[src/rtl/bsq_pkg.sv]
`timescale 1ns/1ps
package bsq_pkg;

    typedef enum logic [1:0] {
        BSQ_IDLE = 2'd0,
        BSQ_LOAD = 2'd1,
        BSQ_SCAN = 2'd2,
        BSQ_DONE = 2'd3
    } bsq_state_e;

    function automatic int bsq_ptr_bits(input int n);
        return (n > 1) ? $clog2(n) : 1;
    endfunction

endpackage

[src/rtl/bsq_snap.sv]
`timescale 1ns/1ps
module bsq_snap #(
    parameter int CNT_W   = 32,
    parameter int PRE_W   = 8,
    parameter bit HAS_PRE = 1'b0,
    localparam int TOT_W  = CNT_W + (HAS_PRE ? PRE_W : 0)
) (
    input  logic             clk,
    input  logic             rst_n,
    input  logic             load_n,
    input  logic [CNT_W-1:0] count_i,
    input  logic [PRE_W-1:0] pre_i,
    output logic [TOT_W-1:0] snap_o
);

    logic [TOT_W-1:0] live_w;
    logic [TOT_W-1:0] snap_q;

    generate
        if (HAS_PRE) begin : g_with_pre
            assign live_w = {count_i, pre_i};
        end else begin : g_no_pre
            logic unused_pre;
            assign unused_pre = ^pre_i;
            assign live_w     = count_i;
        end
    endgenerate

    always_ff @(posedge clk or negedge rst_n) begin
        if (!rst_n) begin
            snap_q <= '0;
        end else if (!load_n) begin
            snap_q <= live_w;
        end
    end

    assign snap_o = snap_q;

    // once the load line is high the snapshot must not move
    p_frozen_r2: assert property (@(posedge clk) disable iff (!rst_n)
        load_n |=> $stable(snap_q));

endmodule

[src/rtl/bsq_bytesel.sv]
`timescale 1ns/1ps
module bsq_bytesel #(
    parameter int BYTE_W = 8,
    parameter int NBYTES = 4,
    parameter int PTR_W  = 2,
    localparam int TOT_W = BYTE_W * NBYTES
) (
    input  logic [TOT_W-1:0]  snap_i,
    input  logic [PTR_W-1:0]  ptr_i,
    output logic [BYTE_W-1:0] byte_o
);

    logic [BYTE_W-1:0] lane [NBYTES];

    generate
        for (genvar g = 0; g < NBYTES; g++) begin : g_lane
            assign lane[g] = snap_i[g*BYTE_W +: BYTE_W];
        end
    endgenerate

    always_comb begin
        byte_o = lane[0];
        for (int i = 1; i < NBYTES; i++) begin
            if (ptr_i == PTR_W'(i)) begin
                byte_o = lane[i];
            end
        end
    end

endmodule

[src/rtl/bsq_fsm.sv]
`timescale 1ns/1ps
module bsq_fsm
    import bsq_pkg::*;
#(
    parameter int NBYTES = 4,
    parameter int PTR_W  = 2
) (
    input  logic             clk,
    input  logic             rst_n,
    input  logic             load_n,
    input  logic             scan_en,
    output logic [PTR_W-1:0] ptr_o,
    output logic             drive_o,
    output logic             casc_o
);

    localparam logic [PTR_W-1:0] LAST = PTR_W'(NBYTES - 1);

    bsq_state_e       state_q, state_d;
    logic [PTR_W-1:0] ptr_q, ptr_d;

    // next-state logic
    always_comb begin
        state_d = state_q;
        ptr_d   = ptr_q;
        if (!load_n) begin
            state_d = BSQ_LOAD;
            ptr_d   = '0;
        end else begin
            unique case (state_q)
                BSQ_IDLE: begin
                    state_d = BSQ_IDLE;
                end
                BSQ_LOAD: begin
                    state_d = BSQ_SCAN;
                    ptr_d   = '0;
                end
                BSQ_SCAN: begin
                    if (scan_en) begin
                        if (ptr_q == LAST) begin
                            state_d = BSQ_DONE;
                        end else begin
                            ptr_d = ptr_q + 1'b1;
                        end
                    end
                end
                BSQ_DONE: begin
                    state_d = BSQ_DONE;
                end
            endcase
        end
    end

    // state register
    always_ff @(posedge clk or negedge rst_n) begin
        if (!rst_n) begin
            state_q <= BSQ_IDLE;
            ptr_q   <= '0;
        end else begin
            state_q <= state_d;
            ptr_q   <= ptr_d;
        end
    end

    // outputs
    always_comb begin
        drive_o = 1'b0;
        casc_o  = 1'b0;
        unique case (state_q)
            BSQ_IDLE: ;
            BSQ_LOAD: ;
            BSQ_SCAN: drive_o = scan_en & load_n;
            BSQ_DONE: casc_o  = 1'b1;
        endcase
    end

    assign ptr_o = ptr_q;

    p_load_restart_r3: assert property (@(posedge clk) disable iff (!rst_n)
        !load_n |=> (ptr_q == '0 && !casc_o));

    p_ptr_range_r4: assert property (@(posedge clk) disable iff (!rst_n)
        1'b1 |-> (ptr_q <= LAST));

    p_step_r5: assert property (@(posedge clk) disable iff (!rst_n)
        (state_q == BSQ_SCAN && load_n && scan_en && ptr_q != LAST)
        |=> (ptr_q == $past(ptr_q) + 1'b1));

    p_hold_r5: assert property (@(posedge clk) disable iff (!rst_n)
        (state_q == BSQ_SCAN && load_n && !scan_en) |=> $stable(ptr_q));

    p_last_done_r6: assert property (@(posedge clk) disable iff (!rst_n)
        (state_q == BSQ_SCAN && load_n && scan_en && ptr_q == LAST) |=> casc_o);

    p_casc_sticky_r6: assert property (@(posedge clk) disable iff (!rst_n)
        (casc_o && load_n) |=> casc_o);

    p_idle_quiet_r9: assert property (@(posedge clk) disable iff (!rst_n)
        (state_q == BSQ_IDLE && load_n) |=> (!drive_o && !casc_o));

endmodule

[src/rtl/byte_scan_seq.sv]
`timescale 1ns/1ps
module byte_scan_seq
    import bsq_pkg::*;
#(
    parameter int CNT_W   = 32,
    parameter int PRE_W   = 8,
    parameter bit HAS_PRE = 1'b0,
    parameter int BYTE_W  = 8
) (
    input  logic              scan_clk,
    input  logic              rst_n,
    input  logic              load_n,
    input  logic              scan_en,
    input  logic [CNT_W-1:0]  count_i,
    input  logic [PRE_W-1:0]  pre_i,
    output logic [BYTE_W-1:0] bus_o,
    output logic              bus_oe_o,
    output logic              casc_o
);

    localparam int TOT_W  = CNT_W + (HAS_PRE ? PRE_W : 0);
    localparam int NBYTES = TOT_W / BYTE_W;
    localparam int PTR_W  = bsq_ptr_bits(NBYTES);

    logic [TOT_W-1:0]  snap_w;
    logic [PTR_W-1:0]  ptr_w;
    logic [BYTE_W-1:0] sel_w;
    logic              drive_w;

    bsq_snap #(
        .CNT_W   (CNT_W),
        .PRE_W   (PRE_W),
        .HAS_PRE (HAS_PRE)
    ) i_snap (
        .clk     (scan_clk),
        .rst_n   (rst_n),
        .load_n  (load_n),
        .count_i (count_i),
        .pre_i   (pre_i),
        .snap_o  (snap_w)
    );

    bsq_fsm #(
        .NBYTES (NBYTES),
        .PTR_W  (PTR_W)
    ) i_fsm (
        .clk     (scan_clk),
        .rst_n   (rst_n),
        .load_n  (load_n),
        .scan_en (scan_en),
        .ptr_o   (ptr_w),
        .drive_o (drive_w),
        .casc_o  (casc_o)
    );

    bsq_bytesel #(
        .BYTE_W (BYTE_W),
        .NBYTES (NBYTES),
        .PTR_W  (PTR_W)
    ) i_sel (
        .snap_i (snap_w),
        .ptr_i  (ptr_w),
        .byte_o (sel_w)
    );

    assign bus_oe_o = drive_w;
    assign bus_o    = drive_w ? sel_w : '0;

    p_casc_no_drive_r6: assert property (@(posedge scan_clk) disable iff (!rst_n)
        casc_o |-> !bus_oe_o);

    p_load_float_r3: assert property (@(posedge scan_clk) disable iff (!rst_n)
        (!load_n && !$past(load_n)) |-> !bus_oe_o);

endmodule

[config.mk]
export PLATFORM = sky130hd
export DESIGN_NAME = byte_scan_seq
export DESIGN_NICKNAME = d
export VERILOG_FILES = /design/src/rtl/bsq_pkg.sv /design/src/rtl/bsq_snap.sv /design/src/rtl/bsq_bytesel.sv /design/src/rtl/bsq_fsm.sv /design/src/rtl/byte_scan_seq.sv
export SDC_FILE = /design/constraint.sdc
export NUM_CORES = 1
export LEC_CHECK = 0
export ABC_AREA = 1
export BUFFER_PORTS_ARGS = -buffer_cell sky130_fd_sc_hd__buf_2
export CAP_MARGIN = 0
export CORE_UTILIZATION = 25
export CTS_CLUSTER_SIZE = 30
export DETAILED_ROUTE_END_ITERATION = 8
export MAX_ROUTING_LAYER = met4
export SLEW_MARGIN = 5
export SYNTH_ARGS = -nofsm -noshare
export SYNTH_HDL_FRONTEND = slang
export SYNTH_SLANG_ARGS = --single-unit
export TNS_END_PERCENT = 50
[constraint.sdc]
create_clock -name scan_clk -period 1.75 [get_ports scan_clk]
set_clock_uncertainty 0.15 [all_clocks]
set_input_delay 0.2625 -clock scan_clk [delete_from_list [all_inputs] [get_ports scan_clk]]
set_output_delay 0.2625 -clock scan_clk [all_outputs]
set_load 0.005 [all_outputs]
==> impl_metrics.toml <==
[worst_hold_path]
min_path_cells = 3
hold_start = "count_i[17]"
hp-class = "in -> reg"
whs_endpoint = "i_snap.snap_o[17]$_DFFE_PN0N_"

[floorplan]
die_width_um = 86.3
dieArea_um2 = 7450
rows = 30
start_util_pct = 26.0
core_area_um2 = 6830
io_pins = 54
die_h_um = 86.3

[layout]
mostFrequentLayoutCells = "nand2_1 (97), buf_2 (45), dfrtp_1 (35)"
fill_cells = 752
area_growth_syn_to_layout_pct = 36.3
final_common_cell = "nand2_1"
drive_above_1_share_pct = 37.7
finalInstanceArea_um2 = 2420
ff_latch_area_um2 = 902
nNetsFinal = 322
multiInputGateArea_um2 = 827
diodes = 0

[synth]
synthTopCellsByArea = "dfrtp_1 (51%), nand2_1 (21%), a21oi_2 (3.5%)"
ys_seq_area_share_pct = 50.7
synth_top_area_share_pct = 50.7
syn_nets = 263
ys_ff_latch = 36
synth_top_cell_by_area = "dfrtp_1"
syn_avg_cell_area_um2 = 8.23
synth_area_um2 = 1780
ys_types = 18
synth_warnings = 0
netlist_instances = 216

[detailed_routing]
wl_um = 4270
routed-via-count = 1527
drtPass1Iterations = 4
ant_nets = 0
drt_iter0_markers = 55
viasPerCell = 4.10
routedWlPerCell_um = 11.5
drc = 0

[global_route]
antenna_found_initial = 0
grt_max_degree = 37
grt_usage_pct = 13.1
grt-ovfl-total = 0
grt_pass1_vias = 1513
grt_pass1_wl_um = 7200

[sta]
setup-violations-final = 8
rsz0062_at_grt = "yes"
finalHoldViolCount = 0
relSlewSlack_pct = 68.9
max_freq_ghz = 0.518
fin_ws_ps = -179
finalCritPeriodShare_pct = 110
slew_violations = 0
period_needed_ps = 1930
worst_slew_pin_slew_ps = 467

[status]
violations = "setup timing"
status = "finished with violations"

[setup_path]
worstPathArrival_ps = 1520
start_kind = "flop"
crit_fanout = 8
required_ps = 1340
cp_num_buf_inv = 3
crit_path_end_kind = "output port"
r2r_cells = 9
critPathTopFamily = "buffers and inverters"
path_depth = 6
cp_slowest_cell = "dfrtp_1"
path_class = "reg -> out"
cp_cell_sequence = "buf_4 > ha_4 > buf_8 > a21oi_2 > a21oi_2 > buf_2"
rr_endpoint = "i_fsm.ptr_o[0]$_DFFE_PN0P_"
slowest_delay_ps = 410
path_common_cell = "a21oi_2"
rrSetupSlack_ps = 190
reg2reg_from = "i_fsm.ptr_o[1]$_DFFE_PN0P_"
startpoint = "i_fsm.ptr_o[1]$_DFFE_PN0P_"

[placement]
port_buffers = 45
dp_slack_ps = -110
dp_hpwl_um = 3060
globalplace.congestion = 0.760
dpl_cell_area_um2 = 2130

[clock_network]
cts_made_buffers = 5
cts_sinks = 36
cts_max_path_buffers = 2
clk_pin_slew_ps = 70
worstSkewPairLatency_ps = 290
htreeDepth = 2
root_buffer = "clkbuf_8"
cts_tree = "yes"

[power_and_ir_drop]
p_leak_nw = 1.21
vdd_ir_drop_max_uv = 288
power.density_nw_per_um2 = 780

[job]
maxCapViolCount = 0
[metrics by stage]
step / hold slack (ps) / setup TNS [ps] / std cells / total power, mW / utilization (%)
3_5_place_dp: 187 / -653 / 355 / 1.18 / 31.1
6_report: 13.8 / -1310 / 372 / 1.89 / 35.5
4_1_cts: 3.17 / -1580 / 367 / 1.92 / 34.5
3_3_place_gp: 178 / -518 / 355 / 1.18 / 31.1
2_1_floorplan: -183 / 0 / 216 / 1.08 / -
5_1_grt: 7.81 / -2020 / 372 / 1.99 / 35.5
[per-layer routing]
metal	track usage [%]	wire length (µm)	vias up
li1	-	-	800
met1	16.3	2020	689
met2	20.6	2000	33
met3	2.67	164	5
met4	6.21	85	0
met5	-	0	-
[cells in the mapped netlist]
cell,count
a21oi_1,11
a21oi_2,7
buf_2,9
buf_4,2
buf_6,1
dfrtp_1,36
ha_1,3
inv_1,14
inv_2,2
inv_4,1
nand2_1,98
nand2_4,1
nand3_1,4
nor2_1,2
nor2_4,1
o211ai_1,8
o21ai_1,9
o21ai_2,7
[power by group]
part | total, mW | switching, mW | leakage, nW | internal (mW)
Combinational | 0.232 | 0.132 | 0.711 | 0.0995
Sequential | 0.947 | 0.0451 | 0.439 | 0.902
Clock | 0.710 | 0.287 | 0.0552 | 0.422
Total | 1.89 | 0.464 | 1.21 | 1.42
[final cells by class]
cell class,count,area share [%]
Clock buffer,6,3.00
Clock inverter,2,1.45
Inverter,17,2.94
Multi-Input combinational cell,151,34.1
Sequential cell,36,37.2
Tap cell,96,4.96
Timing Repair Buffer,63,16.0
Timing Repair inverter,1,0.310
[timing repair]
item | CTS | global route
hold buffers | 3 | 0
endpoints found under the hold margin | 38 | 0
gates resized for setup | 23 | 6
pin swaps | 2 | 6
gates cloned | 1 | 0
buffers inserted | 0 | 5
setup endpoints to repair | 9 | 9
[worst register-to-register path, delay by kind of cell (launching register included)]
kind / cells / cell delay (ps)
fa+ha+maj: 1 / 190
buf+inv: 3 / 470
flops: 1 / 390
simple gates: 5 / 300
[worst max path at each step]
stage	slack [ps]	endpoint
after global placement	-90	bus_o[2]
after global routing	-280	bus_o[5]
after detailed placement	-110	bus_o[2]
after floorplan	170	bus_o[7]
final	-180	bus_o[6]
after CTS	-220	bus_o[7]
[sequential cells by signal (all words and copies together), names as in the netlist]
name and count:
i_fsm.state_q 2, i_fsm.ptr_o 2, i_snap.snap_o 32
[logic make-up after synthesis]
family / share of synthesized area (%)
simple gates: 23.5
flops: 50.7
fa+ha+maj: 2.11
buf+inv: 7.75
compound gates: 15.9
No activity file was read; power rests on OpenSTA's default activity.
